## src/rtl/pwm_pkg.sv

```systemverilog
package pwm_pkg;

    // Phase state of the modulator
    typedef enum logic [1:0] {
        S_IDLE = 2'd0,
        S_HIGH = 2'd1,
        S_LOW  = 2'd2
    } pwm_state_e;

    // Register selects decoded from the port address
    typedef enum logic [1:0] {
        SEL_NONE = 2'd0,
        SEL_HI   = 2'd1,
        SEL_LO   = 2'd2
    } reg_sel_e;

endpackage

```

## src/rtl/pwm_port_regs.sv

```systemverilog
module pwm_port_regs
    import pwm_pkg::*;
#(
    parameter int ADDR_W  = 8,
    parameter int DATA_W  = 8,
    parameter int HI_ADDR = 0,
    parameter int LO_ADDR = 1
) (
    input  logic              clk,
    input  logic              rst_n,
    input  logic [ADDR_W-1:0] port_addr,
    input  logic [DATA_W-1:0] port_wdata,
    input  logic              wr_stb,
    input  logic              rd_stb,
    output logic [DATA_W-1:0] port_rdata,
    output logic [DATA_W-1:0] hi_width,
    output logic [DATA_W-1:0] lo_width
);

    localparam logic [ADDR_W-1:0] HI_A = ADDR_W'(HI_ADDR);
    localparam logic [ADDR_W-1:0] LO_A = ADDR_W'(LO_ADDR);

    reg_sel_e          sel;
    logic [DATA_W-1:0] rd_mux;

    // Address decode
    always_comb begin
        if (port_addr == HI_A) begin
            sel = SEL_HI;
        end else if (port_addr == LO_A) begin
            sel = SEL_LO;
        end else begin
            sel = SEL_NONE;
        end
    end

    // Width registers
    always_ff @(posedge clk or negedge rst_n) begin
        if (!rst_n) begin
            hi_width <= '0;
            lo_width <= '0;
        end else if (wr_stb) begin
            unique case (sel)
                SEL_HI:   hi_width <= port_wdata;
                SEL_LO:   lo_width <= port_wdata;
                default:  ;
            endcase
        end
    end

    // Read mux
    always_comb begin
        unique case (sel)
            SEL_HI:  rd_mux = hi_width;
            SEL_LO:  rd_mux = lo_width;
            default: rd_mux = '0;
        endcase
    end

    // Registered read data, held between reads
    always_ff @(posedge clk or negedge rst_n) begin
        if (!rst_n) begin
            port_rdata <= '0;
        end else if (rd_stb) begin
            port_rdata <= rd_mux;
        end
    end


    hi_write_chk: assert property (@(posedge clk) disable iff (!rst_n)
        (wr_stb && port_addr == HI_A) |=> (hi_width == $past(port_wdata)));


    lo_write_chk: assert property (@(posedge clk) disable iff (!rst_n)
        (wr_stb && port_addr == LO_A) |=> (lo_width == $past(port_wdata)));


    no_write_hold_chk: assert property (@(posedge clk) disable iff (!rst_n)
        (!wr_stb || (port_addr != HI_A && port_addr != LO_A))
            |=> ($stable(hi_width) && $stable(lo_width)));


    bad_addr_read_chk: assert property (@(posedge clk) disable iff (!rst_n)
        (rd_stb && port_addr != HI_A && port_addr != LO_A) |=> (port_rdata == '0));


    rdata_hold_chk: assert property (@(posedge clk) disable iff (!rst_n)
        !rd_stb |=> $stable(port_rdata));

endmodule

```

## src/rtl/pwm_phase_counter.sv

```systemverilog
module pwm_phase_counter #(
    parameter int DATA_W = 8
) (
    input  logic              clk,
    input  logic              rst_n,
    input  logic              load,
    input  logic [DATA_W-1:0] load_val,
    input  logic              dec,
    output logic [DATA_W-1:0] cnt,
    output logic              last
);

    localparam logic [DATA_W-1:0] ONE = DATA_W'(1);

    always_ff @(posedge clk or negedge rst_n) begin
        if (!rst_n) begin
            cnt <= '0;
        end else if (load) begin
            cnt <= load_val;
        end else if (dec) begin
            cnt <= cnt - ONE;
        end
    end

    assign last = (cnt == ONE);

endmodule

```

## src/rtl/pwm_phase_fsm.sv

```systemverilog
module pwm_phase_fsm
    import pwm_pkg::*;
#(
    parameter int DATA_W = 8
) (
    input  logic              clk,
    input  logic              rst_n,
    input  logic              tick_en,
    input  logic [DATA_W-1:0] hi_width,
    input  logic [DATA_W-1:0] lo_width,
    output logic              pwm_out
);

    localparam logic [DATA_W-1:0] ONE = DATA_W'(1);

    pwm_state_e        state;
    pwm_state_e        state_nx;
    logic              load;
    logic [DATA_W-1:0] load_val;
    logic              dec;
    logic [DATA_W-1:0] cnt;
    logic              last;
    logic              hi_nz;
    logic              lo_nz;
    logic              bound;

    assign hi_nz = (hi_width != '0);
    assign lo_nz = (lo_width != '0);
    assign bound = tick_en && (state != S_IDLE) && last;

    pwm_phase_counter #(
        .DATA_W (DATA_W)
    ) u_cnt (
        .clk      (clk),
        .rst_n    (rst_n),
        .load     (load),
        .load_val (load_val),
        .dec      (dec),
        .cnt      (cnt),
        .last     (last)
    );

    // State register
    always_ff @(posedge clk or negedge rst_n) begin
        if (!rst_n) begin
            state <= S_IDLE;
        end else begin
            state <= state_nx;
        end
    end

    // Next state and counter control
    always_comb begin
        state_nx = state;
        load     = 1'b0;
        load_val = '0;
        unique case (state)
            S_IDLE: begin
                if (tick_en) begin
                    if (hi_nz) begin
                        state_nx = S_HIGH;   // IDLE_TO_HIGH
                        load     = 1'b1;
                        load_val = hi_width;
                    end else if (lo_nz) begin
                        state_nx = S_LOW;    // IDLE_TO_LOW
                        load     = 1'b1;
                        load_val = lo_width;
                    end
                end
            end
            S_HIGH: begin
                if (bound) begin
                    if (lo_nz) begin
                        state_nx = S_LOW;    // HIGH_TO_LOW
                        load     = 1'b1;
                        load_val = lo_width;
                    end else if (hi_nz) begin
                        state_nx = S_HIGH;   // HIGH_TO_HIGH
                        load     = 1'b1;
                        load_val = hi_width;
                    end else begin
                        state_nx = S_IDLE;   // HIGH_TO_IDLE
                    end
                end
            end
            S_LOW: begin
                if (bound) begin
                    if (hi_nz) begin
                        state_nx = S_HIGH;   // LOW_TO_HIGH
                        load     = 1'b1;
                        load_val = hi_width;
                    end else if (lo_nz) begin
                        state_nx = S_LOW;    // LOW_TO_LOW
                        load     = 1'b1;
                        load_val = lo_width;
                    end else begin
                        state_nx = S_IDLE;   // LOW_TO_IDLE
                    end
                end
            end
            default: state_nx = S_IDLE;
        endcase
    end

    assign dec = tick_en && (state != S_IDLE) && !last;

    // Output decode from the state register
    always_comb begin
        unique case (state)
            S_HIGH:  pwm_out = 1'b1;
            default: pwm_out = 1'b0;
        endcase
    end


    active_cnt_nonzero_chk: assert property (@(posedge clk) disable iff (!rst_n)
        (state != S_IDLE) |-> (cnt != '0));


    hold_without_tick_chk: assert property (@(posedge clk) disable iff (!rst_n)
        !tick_en |=> ($stable(state) && $stable(cnt)));


    mid_phase_dec_chk: assert property (@(posedge clk) disable iff (!rst_n)
        (state != S_IDLE && tick_en && cnt > ONE)
            |=> (state == $past(state) && cnt == $past(cnt) - ONE));


    both_zero_idle_chk: assert property (@(posedge clk) disable iff (!rst_n)
        (tick_en && !hi_nz && !lo_nz && (state == S_IDLE || last)) |=> (state == S_IDLE));

endmodule

```

## src/rtl/pwm_port_periph.sv

```systemverilog
module pwm_port_periph #(
    parameter int ADDR_W  = 8,
    parameter int DATA_W  = 8,
    parameter int HI_ADDR = 0,
    parameter int LO_ADDR = 1
) (
    input  logic              clk,
    input  logic              rst_n,
    input  logic              tick_en,
    input  logic [ADDR_W-1:0] port_addr,
    input  logic [DATA_W-1:0] port_wdata,
    input  logic              wr_stb,
    input  logic              rd_stb,
    output logic [DATA_W-1:0] port_rdata,
    output logic              pwm_out
);

    logic [DATA_W-1:0] hi_width;
    logic [DATA_W-1:0] lo_width;

    pwm_port_regs #(
        .ADDR_W  (ADDR_W),
        .DATA_W  (DATA_W),
        .HI_ADDR (HI_ADDR),
        .LO_ADDR (LO_ADDR)
    ) u_regs (
        .clk        (clk),
        .rst_n      (rst_n),
        .port_addr  (port_addr),
        .port_wdata (port_wdata),
        .wr_stb     (wr_stb),
        .rd_stb     (rd_stb),
        .port_rdata (port_rdata),
        .hi_width   (hi_width),
        .lo_width   (lo_width)
    );

    pwm_phase_fsm #(
        .DATA_W (DATA_W)
    ) u_fsm (
        .clk      (clk),
        .rst_n    (rst_n),
        .tick_en  (tick_en),
        .hi_width (hi_width),
        .lo_width (lo_width),
        .pwm_out  (pwm_out)
    );


    rise_needs_high_chk: assert property (@(posedge clk) disable iff (!rst_n)
        $rose(pwm_out) |-> ($past(hi_width) != '0));


    reset_low_chk: assert property (@(posedge clk)
        !rst_n |-> !pwm_out);

endmodule

```

## config.mk

```make
export PLATFORM = sky130hd
export DESIGN_NAME = pwm_port_periph
export DESIGN_NICKNAME = d
export VERILOG_FILES = /design/src/rtl/pwm_pkg.sv /design/src/rtl/pwm_port_regs.sv /design/src/rtl/pwm_phase_counter.sv /design/src/rtl/pwm_phase_fsm.sv /design/src/rtl/pwm_port_periph.sv
export SDC_FILE = /design/constraint.sdc
export NUM_CORES = 1
export LEC_CHECK = 0
export ABC_AREA = 1
export CORE_MARGIN = 10
export CORE_UTILIZATION = 30
export DETAILED_ROUTE_END_ITERATION = 7
export SYNTH_ARGS = -nofsm -noshare
export SYNTH_HDL_FRONTEND = slang
export SYNTH_SLANG_ARGS = --single-unit
```

## constraint.sdc

```tcl
create_clock -name clk -period 1.44 [get_ports clk]
set_input_delay 0.216 -clock clk [delete_from_list [all_inputs] [get_ports clk]]
set_output_delay 0.216 -clock clk [all_outputs]
set_load 0.02 [all_outputs]
```

==> flow_summary.yaml <==
pwr:
  power.density_nw_per_um2: 1473
  pwr-share-comb: 0.520
  clkPwrFrac: 0.222
  seqPwrFrac: 0.258
  switching_share: 0.3908
  leakagePower_nw: 1.667
  vdd_ir_drop_max_mv: 0.5184
  p_int_w: 0.002998
  p_sw_w: 0.001923
finish:
  layout.nets: 426
  drive_gt1_frac: 0.3075
  syn_to_final_growth_pct: 45.08
  antenna_cells: 0
  fin_util: 0.4535
timing:
  hold_violations: 0
  skew_ns: 0.003894
  tightest_slew_ns: 0.2742
  rsz0062_at_grt: "true"
  post-route-period-util: 1.046
  max-slew-margin-rel: 0.8170
  fmax_ghz: 0.6642
  finalMaxSlewViolations: 0
  setup_viol: 8
  setup_ws_ns: -0.06561
  min_period_ns: 1.506
cts:
  h-tree-depth: 2
  cts_sinks: 34
  cts_made_buffers: 5
  clk_path_buf_depth: 2
  clk_latency_ns: 0.30
  holdBufCountCts: 0
  clk_pin_slew_worst_paths_ns: 0.08
  cts_tree: "done"
  cts_root_buf: "clkbuf_8"
critical_path:
  crit_fanout: 4
  critPathCaptureType: "flop"
  cp_cell_sequence: "inv_2, ha_4, nand2_4, nor2_4, a21oi_4, nor2_4, nand3_2, nand2_1, nand2_1"
  crit_slowest_cell: "dfrtp_1"
  crit_path_max_incr_delay_ns: 0.40
  crit_type: "reg2reg"
  cp_data_required_time_ns: 1.63
  cp.arrival_ns: 1.70
  cp_top_family: "simple AND/OR/NAND/NOR gates"
  path_buf_inv: 1
  cp-start-kind: "flop"
logic_synthesis:
  synth-compound-area-share: 0.1266
  synth_top_family_by_area: "simple AND/OR/NAND/NOR gates"
  syn_area_um2: 2303
  synth_xor_area_frac: 0.01521
  ys_seq_area_frac: 0.3694
  synth-seq-cells: 34
  syn_avg_cell_area_um2: 7.198
  syn_inst: 320
  ys_types: 26
  yosysWarnings: 0
  synthAdderAreaFrac: 0.03259
  synthSimpleGateAreaFrac: 0.3699
  synth_nets: 347
  yosys-mux-area-fraction: 0
floorplan:
  ioPinCount: 30
  core_area_um2: 7370
  fp.dieW_um: 107.6
  die_h_um: 107.6
  die_area_um2: 11580
  initial_core_util: 0.3126
  num_rows: 31
route:
  routed_wl_um: 6210
  drc: 0
  num_vias: 2259
  wl_per_cell_um: 12.44
  firstDrtPassIters: 4
  ant_nets: 0
  drtIter0Drc: 105
  viasPerCell: 4.527
global_route:
  grt_max_degree: 35
  grt_usage: 0.1123
  grt_pass1_wl_um: 10720
  overflow: 0
  grt_pass1_vias: 2322
  antenna_found_initial: 0
run:
  maxCapViolations: 0
run_status:
  outcome: "complete, but fails checks"
  violations: "negative setup slack"
placement:
  port_buffers: 29
  gp_congestion: 0.8219
  post-place-ws_ns: -0.1930
  hpwlAfterDp_um: 4647
worst_hold_path:
  min_path_type: "in2async"
-- synthesized netlist by cell type (all sizes together) --
cell type | number | area, µm²
nand2 | 122 | 495.5
inv | 41 | 153.9
nor2 | 36 | 200.2
dfrtp | 34 | 850.8
o21ai | 27 | 191.4
nand3 | 22 | 115.1
a21oi | 18 | 93.84
ha | 6 | 75.07
buf | 4 | 37.53
xor2 | 3 | 26.28
clkbuf | 2 | 7.510
nor3 | 1 | 16.27
nor3b | 1 | 18.77
o22ai | 1 | 6.260
or2 | 1 | 6.260
xnor2 | 1 | 8.760
-- per-layer routing --
layer	wire, µm	GRT usage	vias to the layer above
li1	-	-	1155
met1	2632	0.1272	1065
met2	3284	0.2012	31
met3	199	0.02275	8
met4	94	0.04294	0
met5	0	0	-
-- metrics by stage --
stage	area [µm²]	std cells	power, W	TNS, ns	hold WS [ns]
floorplan	2307	320	0.002569	0	-0.07959
global placement	2995	483	0.003318	-3.935	0.4671
detailed placement	2995	483	0.003365	-4.616	0.4742
CTS	3252	496	0.004778	-0.4061	0.2922
global route	3342	499	0.005295	-1.139	0.2952
finish	3342	499	0.004921	-0.4628	0.2816
-- cell type report --
| type | instances | area, µm² |
|---|---|---|
| clock buffers | 5 | 68.82 |
| clock inverters | 3 | 68.82 |
| fillers | 751 | 4028 |
| inverters | 41 | 153.9 |
| multi-input cells | 240 | 1414 |
| flip-flops and latches | 34 | 850.8 |
| well taps | 99 | 123.9 |
| repair buffers | 77 | 661.9 |
-- final timing paths --
kind,slack (ns),end,depth (start not counted),start
min reg2reg,0.52,u_regs.port_rdata[4],2,u_regs.port_rdata[4]
max reg2reg,-0.07,u_fsm.u_cnt.cnt[3],9,u_fsm.u_cnt.cnt[1]
max in group asynchronous,0.96,u_regs.hi_width[3],2,rst_n
min,0.28,u_fsm.u_cnt.cnt[1],2,rst_n
min in group clk,0.50,u_regs.lo_width[4],3,port_wdata[4]
max,-0.07,u_fsm.u_cnt.cnt[3],9,u_fsm.u_cnt.cnt[1]
-- cell families after synthesis --
logic type                 after synthesis
xor gates and xnor gates                 4
AOI/OAI and AO/OA                       46
buffers and inverters                   47
and+or+nand+nor                        183
DFF                                     34
adders and majority gates                6
-- cell usage in the layout (no fill, tap or decap), types with 2 or more instances in the layout --
master and count:
nor2_4 8, buf_6 3, dfrtp_1 34, clkbuf_8 5, nand3_1 18, nor2_1 21, ha_4 3, o21ai_1 4
nand3_2 3, nor2_8 2, nor2_2 6, inv_2 4, clkdlybuf4s50_1 20, dlygate4sd2_1 8, o21ai_2 15, xor2_1 3
nand2_1 105, inv_1 37, bufinv_16 2, o21ai_0 7, ha_2 2, nand2_4 5, nand2_2 12, a21oi_1 17
buf_4 45
-- worst register-to-register path, delay by kind of cell, from the launching register on --
kind,cells,cell delay [ns]
AND/OR/NAND/NOR,6,0.68
adder cells (fa/ha/maj),1,0.14
flip-flops,1,0.40
AO/OA/AOI/OAI,1,0.11
buffers and inverters,1,0.08
-- power by group through the flow --
| stage | Sequential [W] | Clock (W) | Combinational (W) |
|---|---|---|---|
| 2_1_floorplan | 0.00131 | 0 | 0.00125 |
| 3_3_place_gp | 0.00125 | 0 | 0.00207 |
| 3_5_place_dp | 0.00125 | 0 | 0.00211 |
| 4_1_cts | 0.00125 | 0.00111 | 0.00241 |
| 5_1_grt | 0.00129 | 0.00114 | 0.00286 |
| 6_report | 0.00127 | 0.00109 | 0.00256 |
-- flip-flops by register name (all words and copies together), names as in the netlist --
name               count
u_regs.lo_width        8
u_regs.port_rdata      8
u_regs.hi_width        8
u_fsm.state            2
u_fsm.u_cnt.cnt        8
-- what timing repair did --
action / in CTS / in global routing
setup buffers: 4 / 3
pin swaps: 14 / 15
endpoints found under the hold margin: 0 / 0
gates cloned: 1 / 0
endpoints found under the setup margin: 19 / 11
gates resized for setup: 37 / 19
Power figures use the tool's default switching activity.
